===== src/rtl/wdt_pkg.sv =====
package wdt_pkg;
  localparam logic [1:0] ADDR_CFG  = 2'd0;
  localparam logic [1:0] ADDR_STAT = 2'd1;
  localparam logic [1:0] ADDR_AUX  = 2'd2;

  typedef struct packed {
    logic cfgWr;
    logic auxWr;
    logic restart;
    logic countDn;
    logic expire;
    logic steerHit;
  } wdtStrobes_t;
endpackage


===== src/rtl/wdt_ctrl.sv =====
module wdt_ctrl
  import wdt_pkg::*;
(
  input  logic        clk,
  input  logic        rstN,
  input  logic        tick,
  input  logic        wrEn,
  input  logic        rdEn,
  input  logic [1:0]  addr,
  input  logic        lastTick,
  input  logic        steer,
  output wdtStrobes_t stb,
  output logic        irqPulse,
  output logic        rstReq
);
  always_comb begin
    stb.cfgWr    = wrEn && (addr == ADDR_CFG);
    stb.auxWr    = wrEn && (addr == ADDR_AUX);
    stb.restart  = stb.cfgWr || (rdEn && (addr == ADDR_STAT));
    stb.countDn  = tick && !stb.restart;
    stb.expire   = stb.countDn && lastTick;
    stb.steerHit = stb.expire && steer;
  end

  always_ff @(posedge clk) begin
    if (!rstN) begin
      irqPulse <= 1'b0;
      rstReq   <= 1'b0;
    end else begin
      irqPulse <= stb.expire && !steer;
      rstReq   <= stb.steerHit;
    end
  end


  event_excl_chk: assert property (@(posedge clk) disable iff (!rstN)
    !(irqPulse && rstReq));

  irq_one_cycle_chk: assert property (@(posedge clk) disable iff (!rstN)
    irqPulse |=> !irqPulse);

  rst_one_cycle_chk: assert property (@(posedge clk) disable iff (!rstN)
    rstReq |=> !rstReq);
endmodule


===== src/rtl/wdt_datapath.sv =====
module wdt_datapath
  import wdt_pkg::*;
#(
  parameter int DW        = 8,
  parameter int MULT_W    = 5,
  parameter int RES_W     = 2,
  parameter int AUX_CLR_B = 6
) (
  input  logic          clk,
  input  logic          rstN,
  input  wdtStrobes_t   stb,
  input  logic [1:0]    addr,
  input  logic [DW-1:0] wrData,
  output logic [DW-1:0] rdData,
  output logic          lastTick,
  output logic          steer
);
  localparam int MAX_SHIFT = 2 * ((1 << RES_W) - 1);
  localparam int CNT_W     = MULT_W + MAX_SHIFT;

  logic [DW-1:0]     cfgReg, auxReg;
  logic              flagReg, running;
  logic [CNT_W-1:0]  cnt;
  logic [DW-1:0]     loadSrc;
  logic [MULT_W-1:0] loadMult;
  logic [RES_W-1:0]  loadRes;
  logic [CNT_W-1:0]  loadCnt;

  always_comb begin
    loadSrc  = stb.cfgWr ? wrData : cfgReg;
    loadMult = loadSrc[RES_W +: MULT_W];
    loadRes  = loadSrc[RES_W-1:0];
    loadCnt  = CNT_W'(loadMult) << (2 * loadRes);
  end

  assign lastTick = running && (cnt == CNT_W'(1));
  assign steer    = cfgReg[DW-1];

  always_ff @(posedge clk) begin
    if (!rstN) begin
      cnt     <= '0;
      running <= 1'b0;
    end else if (stb.restart) begin
      cnt     <= loadCnt;
      running <= (loadMult != '0);
    end else if (stb.countDn && running) begin
      cnt <= cnt - CNT_W'(1);
      if (cnt == CNT_W'(1)) running <= 1'b0;
    end
  end

  always_ff @(posedge clk) begin
    if (!rstN) begin
      cfgReg  <= '0;
      flagReg <= 1'b0;
    end else begin
      if (stb.cfgWr)         cfgReg <= wrData;
      else if (stb.steerHit) cfgReg <= '0;
      if (stb.cfgWr)         flagReg <= 1'b0;
      else if (stb.expire)   flagReg <= 1'b1;
    end
  end

  always_ff @(posedge clk) begin
    if (!rstN)             auxReg <= '0;
    else if (stb.auxWr)    auxReg <= wrData;
    else if (stb.steerHit) auxReg[AUX_CLR_B] <= 1'b0;
  end

  always_comb begin
    unique case (addr)
      ADDR_CFG:  rdData = cfgReg;
      ADDR_STAT: rdData = {flagReg, {(DW-1){1'b0}}};
      ADDR_AUX:  rdData = auxReg;
      default:   rdData = '0;
    endcase
  end


  cfg_wr_clears_flag_chk: assert property (@(posedge clk) disable iff (!rstN)
    stb.cfgWr |=> !flagReg);

  expire_sets_flag_chk: assert property (@(posedge clk) disable iff (!rstN)
    stb.expire |=> flagReg);

  steer_clears_cfg_chk: assert property (@(posedge clk) disable iff (!rstN)
    stb.steerHit |=> (cfgReg == '0));

  zero_mult_idle_chk: assert property (@(posedge clk) disable iff (!rstN)
    (stb.restart && loadMult == '0) |=> !running);

  halt_after_expire_chk: assert property (@(posedge clk) disable iff (!rstN)
    stb.expire |=> !running);
endmodule


===== src/rtl/wdt_top.sv =====
module wdt_top
  import wdt_pkg::*;
(
  input  logic       clk,
  input  logic       rstN,
  input  logic       tick,
  input  logic       wrEn,
  input  logic       rdEn,
  input  logic [1:0] addr,
  input  logic [7:0] wrData,
  output logic [7:0] rdData,
  output logic       irqPulse,
  output logic       rstReq
);
  wdtStrobes_t stb;
  logic lastTick, steer;

  wdt_ctrl uCtrl (
    .clk(clk), .rstN(rstN), .tick(tick), .wrEn(wrEn), .rdEn(rdEn),
    .addr(addr), .lastTick(lastTick), .steer(steer), .stb(stb),
    .irqPulse(irqPulse), .rstReq(rstReq)
  );

  wdt_datapath #(.DW(8), .MULT_W(5), .RES_W(2), .AUX_CLR_B(6)) uDp (
    .clk(clk), .rstN(rstN), .stb(stb), .addr(addr), .wrData(wrData),
    .rdData(rdData), .lastTick(lastTick), .steer(steer)
  );
endmodule


===== config.mk =====
export PLATFORM = sky130hd
export DESIGN_NAME = wdt_top
export DESIGN_NICKNAME = d
export VERILOG_FILES = /design/src/rtl/wdt_pkg.sv /design/src/rtl/wdt_ctrl.sv /design/src/rtl/wdt_datapath.sv /design/src/rtl/wdt_top.sv
export SDC_FILE = /design/constraint.sdc
export NUM_CORES = 1
export LEC_CHECK = 0
export BUFFER_PORTS_ARGS = -buffer_cell sky130_fd_sc_hd__buf_2
export CORE_AREA = 4 4 92 51
export DETAILED_ROUTE_END_ITERATION = 10
export DIE_AREA = 0 0 96 55
export GPL_ROUTABILITY_DRIVEN = 0
export PLACE_DENSITY = 0.68
export SYNTH_ARGS = -nofsm -noshare
export SYNTH_HDL_FRONTEND = slang
export SYNTH_HIERARCHICAL = 1
export SYNTH_SLANG_ARGS = --single-unit

===== constraint.sdc =====
create_clock -name clk -period 6.2 [get_ports clk]
set_clock_uncertainty 0.05 [all_clocks]
set_input_delay 0.31 -clock clk [delete_from_list [all_inputs] [get_ports clk]]
set_output_delay 0.31 -clock clk [all_outputs]
set_load 0.005 [all_outputs]

# Yosys cells after proc, flatten, opt, wreduce, memory -nomap -nowiden
# Cells that the tools add are included.
[totals]
in_bits = 15
out_inout_bits = 10
reg_bits = 31
elab_cells = 45
[classes]
bitwise = 1
mux = 11
eq_ne = 3
addsub = 1
n_reduce_logical = 20
shift = 1
[ops]
columns = ["cell", "count"]
rows = [
  ["$pmux W8 S3", 1],
  ["$mux W11", 2],
  ["$mux W8", 2],
  ["$eq A11 B1 Y1 const B", 1],
  ["$shl A5 B3 Y11", 1],
  ["$sub A11 B1 Y11 const B", 1],
  ["$logic_and A1 B1 Y1", 9],
  ["$reduce_bool A2 Y1", 4],
  ["$mux W7", 1],
  ["$mux W1", 5],
  ["$reduce_bool A5 Y1", 1],
  ["$eq A2 B1 Y1 const B", 1],
  ["$eq A2 B2 Y1 const B", 1],
  ["$logic_not A1 Y1", 2],
  ["$logic_not A2 Y1", 1],
  ["$reduce_and A2 Y1", 1],
  ["$reduce_or A2 Y1", 1],
  ["$logic_or A1 B1 Y1", 1],
  ["$not A1 Y1", 1],
]

# Longest topological paths before layout
[logic_depth]
ltp_word = 9
ltp_mapped = 9
depth_no_buf = 9

# Modules after synthesis
# Netlist, hierarchy kept.
[modules_own_cells]
columns = ["module", "seq_area_each_um2", "area_per_inst_um2", "n_inst", "cells_each"]
rows = [
  ["wdt_datapath", 580.6, 1701.6, 1, 207],
  ["wdt_ctrl", 40.0, 150.1, 1, 16],
]

# Worst setup path before layout
# No wires, ideal clock.
[synth_path]
path_type = "flip-flop to flip-flop"
from = "reg uDp.cnt[2]"
to = "reg uDp.cfgReg[6]"
period_less_slack_ns = 2.268
stages_incl_launch_ff = 9
arrival_ns = 2.090
n_path_buf = 0
required_ns = 6.022
path_slack_ns = 3.932
setup_time_ns = 0.128
path_cell_list = "dfxtp_1 or4_4 nor4b_4 and3_1 nand3_1 a21oi_1 nor2_1 a22oi_1 nor2_1"
[synth_rtl]
columns = ["item", "line", "source"]
rows = [
  ["start: declaration", "wdt_datapath.sv:23", "logic [CNT_W-1:0] cnt;"],
  ["start signal: assignment", "wdt_datapath.sv:44", "cnt <= loadCnt;"],
  ["start signal: assignment", "wdt_datapath.sv:47", "cnt <= cnt - CNT_W'(1);"],
  ["end signal: assignment", "wdt_datapath.sv:57", "if (stb.cfgWr) cfgReg <= wrData;"],
  ["end: declaration", "wdt_datapath.sv:21", "logic [DW-1:0] cfgReg, auxReg;"],
]

==> impl_results.md <==
- Result of the run: finished clean
- Area of the die: around 5300 µm²
- Post-synthesis cell area: ~1900 µm²
- Depth of the most critical reg-to-reg path: 8
- Ratio of cells with drive above 1 in the final layout: about 17%
- Power density of the placed cells: about 210 nW/µm²
- Max transition margin: between 50% and 60%
- Lkg Pwr: 0.822 nW
- Cell row count: 16
- Largest cells by area after synthesis: sky130_fd_sc_hd__dfxtp_1 34%, sky130_fd_sc_hd__mux2i_1 12%, sky130_fd_sc_hd__nor2_1 6.1%
- Remaining antenna violation count after routing: 0
- Setup ws final: about 3600 ps
- Post-synthesis async set-or-reset flop share: 0%
- Mean post-synth cell area: around 8.3 µm²
- Post-layout minimum cycle time: 2640 ps
- Switching Power: 0.121 mW
- Global route total overflow: 0
- Data arrival time of the critical path: 2730 ps
- Number of nets in the finished design: between 200 and 300
- Fraction of synthesized cell area taken by the top area cell type: about a third
- Drt drc: 0
- Number of synthesized flops with an enable pin: 0
- Initial antenna violation count: 0
- Leading area contributor after synthesis: sky130_fd_sc_hd__dfxtp_1
- Most instantiated cells after synthesis: 31 x sky130_fd_sc_hd__dfxtp_1, 30 x sky130_fd_sc_hd__nor2_1, 22 x sky130_fd_sc_hd__mux2i_1
- 1st-pass router iterations: 4
- Highest attainable clock frequency: 0.379 GHz
- Clk sinks: 31
- # Max-Cap Violations: 0
- Number of global-route vias before repair: 1575
- Worst voltage drop across the vdd grid: around 130 µV
- Synthesized netlist cell count: about 220
- Count of instances resized after the clock tree is built: 0
- Sequential cell area fraction in the yosys report: about 34%
- Pre-CTS worst setup slack: between 3000 and 4000 ps
- Effective utilization at floorplan: around half
- Die height: about 55 µm
- Synth unique cells: 46
- Depth of the CTS H-tree: 2
- Kind of start point of the critical path: register
- N_diodes: 0
- Required time worst endpoint: ~6300 ps
- Top-count cell post-synth: sky130_fd_sc_hd__dfxtp_1
- Number of clock buffers inserted by TritonCTS: 5
- Drt wl/cell: roughly 15 µm
- Global-route wire length before repair: roughly 7500 µm
- Clock Path Buffers: 2
- Clock network power share: 33.2%
- Tightest Pin Transition: 712 ps
- Boundary pin count: 25
- Drt first-iter violations: a little under 90
- Classification of the worst setup path: register to register
- Layout filler cell count: between 300 and 400
- Core Box Area: 3820 µm²
- Worst hold path depth: 3
- Warning count from the yosys run: 6
- Final total negative setup slack: 0 ps
- Mapped Nets: 240
- Estimated wirelength of the detail-placed design: between 3000 and 4000 µm
- Endpoints failing setup: 0
- Buffers added on ports: 24
- Internal power: 0.319 mW
- Final design utilization: roughly 55%
- Buffer cell driving the clock tree root: sky130_fd_sc_hd__clkbuf_8
- X dimension of the die: 96 µm
- Primary flip-flop cell chosen by synthesis mapping: sky130_fd_sc_hd__dfxtp_1
- Clock input transition at the sequential cells of the worst setup and hold paths: about 60 ps
- Total of flip-flops plus latches after synthesis: 31
- Kind of end point of the critical path: register
- DR vias/cell: between 5 and 6
- RSZ-0062 raised after global routing: no
- TritonCTS clock tree: built
- Switching part of the total power: between 20% and 30%
- Biggest fanout along the worst timing path: 6
- Pin count of the biggest net entering global routing: 38
- Number of setup buffers added after CTS: 0
- Total Wirelength: between 4000 and 5000 µm
- Number of vias in the routed layout: 1676
- Hold WS: approximately 240 ps
- Type of the worst min-delay path: primary input to register
- # hold bufs at CTS: 0
- Tot GR Track Use: 18.6%
- Share of total power in combinational logic: roughly 18%
- Layout area overhead: 13.2%
- Number of max-slew violations in the final report: 0
- Final period utilization: between 40% and 50%
- Clock Latency Late Sink: 280 ps
- Flop pwr share: between 40% and 50%
- Final hold viol count: 0
## worst paths after layout
path                                            startpoint  slack [ps]                    endpoint
worst min-delay path                             wrData[7]         240  uDp/cfgReg[7]$_SDFFE_PN0P_
worst min register to register  uDp/auxReg[7]$_SDFFE_PN0P_         440  uDp/auxReg[7]$_SDFFE_PN0P_
worst max-delay path               uDp/cnt[2]$_SDFFE_PN0P_        3560  uDp/cfgReg[6]$_SDFFE_PN0P_
worst max register to register     uDp/cnt[2]$_SDFFE_PN0P_        3560  uDp/cfgReg[6]$_SDFFE_PN0P_
## critical path: stages (launching register included)
cell and delay (ps):
sky130_fd_sc_hd__dfxtp_1 360, sky130_fd_sc_hd__or4_4 590, sky130_fd_sc_hd__nor4b_4 350, sky130_fd_sc_hd__and3_1 260
sky130_fd_sc_hd__nand3_1 80, sky130_fd_sc_hd__a21oi_1 420, sky130_fd_sc_hd__nor2_1 160, sky130_fd_sc_hd__a22oi_1 170
sky130_fd_sc_hd__nor2_1 60
## cells by family after synthesis
| family | synth area share (%) |
|---|---|
| DFF | 33.5 |
| buffers and inverters | 4.26 |
| muxes | 13.9 |
| xor gates and xnor gates | 3.31 |
| adders and majority gates | 1.35 |
| AOI/OAI and AO/OA | 18.1 |
| and+or+nand+nor | 25.5 |
## state kept, by name, indices dropped and copies added (netlist names)
name,flops
uDp/cfgReg,8
uCtrl/rstReq,1
uDp/auxReg,8
uDp/running,1
uDp/flagReg,1
uCtrl/irqPulse,1
uDp/cnt,11
## cell usage in the layout, fill, tap and decap left out, drive strengths merged, types with 3 or more instances in the layout
cell,Yosys,routed
a21oi,14,14
mux2i,22,22
clkbuf,11,7
nand3,7,7
and3,4,4
nand2,16,16
buf,1,26
mux2,3,3
nor3b,8,8
dfxtp,31,31
nor2b,3,3
nor2,30,30
xnor2,6,6
inv,9,9
o21ai,12,12
nor3,5,5
o211ai,5,5
## metrics by stage
stage,cell area (µm²),cells,power (mW)
CTS,2100,299,0.443
detailed placement,2010,291,0.296
global route,2100,299,0.461
global placement,2010,291,0.294
finish,2100,299,0.440
floorplan,1850,223,0.274
## cell type report
type                    count  area [µm²]  share of cell area (%)
clock buffers               7        76.3                    3.64
clock inverters             1        5.00                   0.239
inverters                   9        33.8                    1.61
multi-input cells         171        1160                    55.2
flip-flops and latches     31         621                    29.6
well taps                  54        67.6                    3.22
repair buffers             26         135                    6.45
## power by group through the flow
stage | registers, mW | clock network (mW) | logic [mW]
3_3_place_gp | 0.220 | 0 | 0.0736
4_1_cts | 0.217 | 0.150 | 0.0765
5_1_grt | 0.218 | 0.158 | 0.0847
3_5_place_dp | 0.221 | 0 | 0.0752
6_report | 0.217 | 0.146 | 0.0770
2_1_floorplan | 0.218 | 0 | 0.0560
## metal layers
| metal | wire, µm | GRT usage [%] |
|---|---|---|
| met1 | 2260 | 24.5 |
| met2 | 2010 | 30.9 |
| met5 | 0 | 0 |
| met4 | 40 | 5.42 |
| met3 | 180 | 4.32 |
(Power assumes the default switching activity.)
